[config.mk]
export PLATFORM = sky130hd
export DESIGN_NAME = audio_fifo_status
export DESIGN_NICKNAME = d
export VERILOG_FILES = /design/src/rtl/audio_fifo_status.sv
export SDC_FILE = /design/constraint.sdc
export NUM_CORES = 1
export LEC_CHECK = 0
export CAP_MARGIN = 20
export CORE_MARGIN = 10
export CORE_UTILIZATION = 37
export CTS_BUF_LIST = sky130_fd_sc_hd__clkbuf_8
export CTS_CLUSTER_SIZE = 16
export DETAILED_ROUTE_END_ITERATION = 16
export GPL_TIMING_DRIVEN = 0
export PLACE_DENSITY = 0.78
export SLEW_MARGIN = 25
export SYNTH_ARGS = -nofsm -noshare
export SYNTH_HDL_FRONTEND = slang
export SYNTH_SLANG_ARGS = --single-unit
[constraint.sdc]
create_clock -name clk -period 0.9 [get_ports clk]
set_input_delay 0.09 -clock clk [delete_from_list [all_inputs] [get_ports clk]]
set_output_delay 0.09 -clock clk [all_outputs]
set_load 0.005 [all_outputs]
[src/rtl/audio_fifo_status.sv]
module audio_fifo_status #(
  parameter int DEPTH  = 8,
  parameter int DATA_W = 16,
  localparam int CNT_W = $clog2(DEPTH + 1)
) (
  input  logic              clk,
  input  logic              rst_n,
  input  logic              mode_tx,
  input  logic              reg_wr,
  input  logic [3:0]        reg_wdata,
  output logic [3:0]        reg_rdata,
  input  logic              cpu_wr,
  input  logic              cpu_rd,
  input  logic              ser_rx,
  input  logic [DATA_W-1:0] ser_data,
  output logic [DATA_W-1:0] rx_data,
  input  logic [CNT_W-1:0]  fifo_count,
  input  logic              idle_in,
  output logic              tx_accept,
  output logic              ovf_irq,
  output logic              idle_irq,
  output logic              irq
);

  logic ovf_q, idle_q, ovf_en_q, idle_en_q, unread_q;
  logic [DATA_W-1:0] rx_q;

  wire full    = (fifo_count == CNT_W'(DEPTH));
  wire ovf_evt = mode_tx ? (cpu_wr & full) : (ser_rx & unread_q & ~cpu_rd);
  wire ovf_clr = reg_wr & ~reg_wdata[0];

  assign tx_accept = mode_tx & cpu_wr & ~full;
  assign reg_rdata = {idle_en_q, ovf_en_q, idle_q, ovf_q};
  assign rx_data   = rx_q;
  assign ovf_irq   = ovf_q & ovf_en_q;
  assign idle_irq  = idle_q & idle_en_q;
  assign irq       = ovf_irq | idle_irq;

  always_ff @(posedge clk) begin
    if (!rst_n) begin
      ovf_q     <= 1'b0;
      idle_q    <= 1'b1;
      ovf_en_q  <= 1'b0;
      idle_en_q <= 1'b0;
      unread_q  <= 1'b0;
      rx_q      <= '0;
    end else begin
      ovf_q  <= ovf_evt | (ovf_q & ~ovf_clr);
      idle_q <= idle_in;
      if (reg_wr) begin
        ovf_en_q  <= reg_wdata[2];
        idle_en_q <= reg_wdata[3];
      end
      if (ser_rx) begin
        rx_q     <= ser_data;
        unread_q <= 1'b1;
      end else if (cpu_rd) begin
        unread_q <= 1'b0;
      end
    end
  end

  assert_rx_overrun_R2: assert property (@(posedge clk) disable iff (!rst_n)
    !mode_tx && ser_rx && unread_q && !cpu_rd |=> reg_rdata[0]);
  assert_rx_load_R3: assert property (@(posedge clk) disable iff (!rst_n)
    ser_rx |=> rx_data == $past(ser_data));
  assert_tx_full_R4: assert property (@(posedge clk) disable iff (!rst_n)
    mode_tx && cpu_wr && fifo_count == CNT_W'(DEPTH) |=> reg_rdata[0]);
  assert_no_accept_full_R5: assert property (@(posedge clk) disable iff (!rst_n)
    tx_accept |-> (fifo_count != CNT_W'(DEPTH)) && mode_tx);
  assert_sticky_R6: assert property (@(posedge clk) disable iff (!rst_n)
    reg_rdata[0] && !(reg_wr && !reg_wdata[0]) |=> reg_rdata[0]);
  assert_evt_wins_R7: assert property (@(posedge clk) disable iff (!rst_n)
    reg_wr && !reg_wdata[0] && mode_tx && cpu_wr && fifo_count == CNT_W'(DEPTH) |=> reg_rdata[0]);
  assert_idle_track_R8: assert property (@(posedge clk) disable iff (!rst_n)
    1'b1 |=> reg_rdata[1] == $past(idle_in));
  assert_irq_gate_R9: assert property (@(posedge clk) disable iff (!rst_n)
    irq |-> (reg_rdata[0] && reg_rdata[2]) || (reg_rdata[1] && reg_rdata[3]));

endmodule

==> run summary <==
Yosys top cell area share: 0.476
worst hold path cell count: 3
average via count per standard cell: 4.49
VDD IR max: 1.53 mV
combined global-route utilization of all metal layers: 0.106
worst hold start: ser_rx
total overflow reported by the global router: 0
Required @ worst endpoint: 0.81 ns
vias in the first global route: 814
Syn-to-layout area delta: 69.5%
failing checks: negative setup slack
launching element of the worst setup path: ovf_q$_SDFF_PN0_
total of buffers placed on input and output ports: 53
start-to-end type of the worst setup path: reg2out
DRC Markers: 0
max capacitance violation total: 0
Horiz. Die Dim: 68.9 um
most used cells in the layout excluding fill and tap cells: sky130_fd_sc_hd__clkdlybuf4s50_1 (23), sky130_fd_sc_hd__dfxtp_2 (19), sky130_fd_sc_hd__mux2i_1 (18), sky130_fd_sc_hd__nor2b_1 (18)
final count of pins violating max slew: 0
part of the power in the clock network: 0.296
Net Sw Frac: 0.222
number of diodes: 0
routability congestion estimate from global placement: 0.757
area of the mapped netlist: 883 sq um
first-pass GRT wire length: 3.83 mm
number of antenna violations at the first check in global routing: 0
CTS tree: built
hold violation count in the final report: 0
Clock Sink Count: 21
result of the run: complete, but fails checks
number of primary I/O pins: 56
largest driver fanout on the critical path: 2
post-synthesis sequential element count: 21
syn avg cell area: 11.2 sq um
ranking of synthesized cells by area: sky130_fd_sc_hd__dfxtp_1 (48%), sky130_fd_sc_hd__mux2i_1 (20%), sky130_fd_sc_hd__nor2b_1 (13%)
post-route antenna net violation count: 0
final clock skew: 0.000159 ns
detailed-router iteration count before antenna repair: 2
Reg2Reg Launch Point: ovf_q$_SDFF_PN0_
total number of H-tree levels: 1
filler-free cell count of the finished design: 168
proportion of power drawn by flip-flops and latches: 0.504
post-route fraction of the period consumed by the critical path: 1.30
vertical die dimension: 68.9 um
Gate power share: 0.200
routed length per placed instance: 15.1 um
number of standard-cell rows in the floorplan: 17
number of violations reported at the end of detailed-routing iteration 0: 7
number of warning messages in the yosys log: 0
depth of the worst register-to-register path: 4
commonest non-fill, non-tap cell in the layout: sky130_fd_sc_hd__clkdlybuf4s50_1
core footprint: 2230 sq um
minimum hold slack: 0.187 ns
share of the yosys chip area belonging to registers: 0.476
setup-violating endpoint count in the final report: 5
Pint: 1570 uW
kind of launch point of the worst setup path: register
type of the worst min-delay path: in2reg
min setup slack post-route: -0.266 ns
total nets after synthesis: 111
post-synth top area cell: sky130_fd_sc_hd__dfxtp_1
clock latency reported for the late side of the worst-skew pair: 0.25 ns
Clock Pin Slew Worst Setup and Hold Paths: 0.07 ns
DP Wirelength: 2.00 mm
static leakage: 0.000704 uW
fmax: 858 MHz
Synth Instances: 79
critical path capture point type: output pin
Design Power: 2020 uW
final worst path period need: 1.17 ns
areal power density over the cells: 1350 nW/um^2
total number of vias: 754
total CTS buffers: 3
Worst-Margin Slew: 0.235 ns
net count reported at finish: 173
total die area: 4740 sq um
Hold-fix buffers, CTS: 0
Total Wirelength: 2.54 mm
Switching Power: 448 uW
buffers from clock root to sink, at most: 2
worst slew slack as a fraction of its limit: 0.843
count of different cell masters after synthesis: 18
unrepaired setup endpoints after global routing: yes
cell at the root of the clock tree: sky130_fd_sc_hd__clkbuf_8
layout cell share with drive strength beyond 1: 0.471
placed cell count: 160
largest net degree at the start of global routing: 13
Critical Path AT: 1.08 ns
starting density of the core: 0.396
-- stage by stage --
step                       util  setup TNS (ns)  worst slack (ns)  area (sq um)
final                     0.671          -0.779            -0.266          1500
after global routing      0.671          -0.975            -0.292          1500
after CTS                 0.700          -0.799            -0.271          1560
after detailed placement  0.649           -6.86            -0.579          1450
after global placement    0.649           -6.26            -0.543          1450
after floorplan               -               0            0.0558           883
-- Yosys cell counts --
master and number:
sky130_fd_sc_hd__dfxtp_1 21, sky130_fd_sc_hd__nor2b_1 19, sky130_fd_sc_hd__mux2i_1 18, sky130_fd_sc_hd__buf_4 4
sky130_fd_sc_hd__and2_1 2, sky130_fd_sc_hd__clkbuf_1 2, sky130_fd_sc_hd__nand2b_1 2, sky130_fd_sc_hd__a21boi_1 1
sky130_fd_sc_hd__a32oi_1 1, sky130_fd_sc_hd__buf_12 1, sky130_fd_sc_hd__buf_6 1, sky130_fd_sc_hd__inv_1 1
sky130_fd_sc_hd__nand2_1 1, sky130_fd_sc_hd__nand3_1 1, sky130_fd_sc_hd__nor2_1 1, sky130_fd_sc_hd__nor4b_4 1
sky130_fd_sc_hd__o21a_1 1, sky130_fd_sc_hd__or2_2 1
-- area by class of cell --
cell class,instances,area [sq um]
fill,194,736
timing repair buffer,59,504
sequential,21,444
multi-input combinational,49,408
buffer,6,56.3
clock buffer,3,41.3
tap,28,35.0
clock inverter,1,5.00
inverter,1,3.75
-- state kept, by name, summed over array words and instances (netlist names) --
signal and flops:
rx_data 16, idle_q 1, ovf_en_q 1, idle_en_q 1, unread_q 1, ovf_q 1
-- per-layer routing --
metal  vias up  global-route usage  routed length (um)
met5         -                   0                   0
met4         0              0.0148                   0
met3         0              0.0692                 332
met2        36               0.187                1250
met1       342               0.105                 960
li1        376                   -                   -
-- critical path: stages, from the launching register on --
cell	delay (ns)
sky130_fd_sc_hd__dfxtp_2	0.32
sky130_fd_sc_hd__and2_4	0.15
sky130_fd_sc_hd__or2_4	0.24
sky130_fd_sc_hd__buf_6	0.11
-- path summary, 6_finish.rpt --
kind / end / slack (ns)
worst max-delay path: irq / -0.27
worst min-delay path: rx_data[15]$_SDFFE_PN0P_ / 0.19
worst max register to register: ovf_q$_SDFF_PN0_ / 0.02
worst min register to register: rx_data[2]$_SDFFE_PN0P_ / 0.51
-- repair_timing --
action	in CTS	in global routing
endpoints found under the hold margin	0	0
resized for setup	105	33
pin swaps	2	4
setup buffers	5	3
setup endpoints to repair	25	44
-- power groups by stage --
| stage | clock network (uW) | logic [uW] | registers [uW] |
|---|---|---|---|
| floorplan | 0 | 151 | 1030 |
| global placement | 0 | 422 | 1030 |
| detailed placement | 0 | 429 | 1030 |
| CTS | 628 | 425 | 1020 |
| global route | 661 | 441 | 1020 |
| finish | 597 | 405 | 1020 |
-- logic make-up after synthesis --
family | Yosys count | synth area share
muxes | 18 | 0.204
and+or+nand+nor | 28 | 0.211
AOI/OAI and AO/OA | 3 | 0.0269
buffers and inverters | 9 | 0.0822
DFF | 21 | 0.476
No activity file was read; power rests on OpenSTA's default activity.
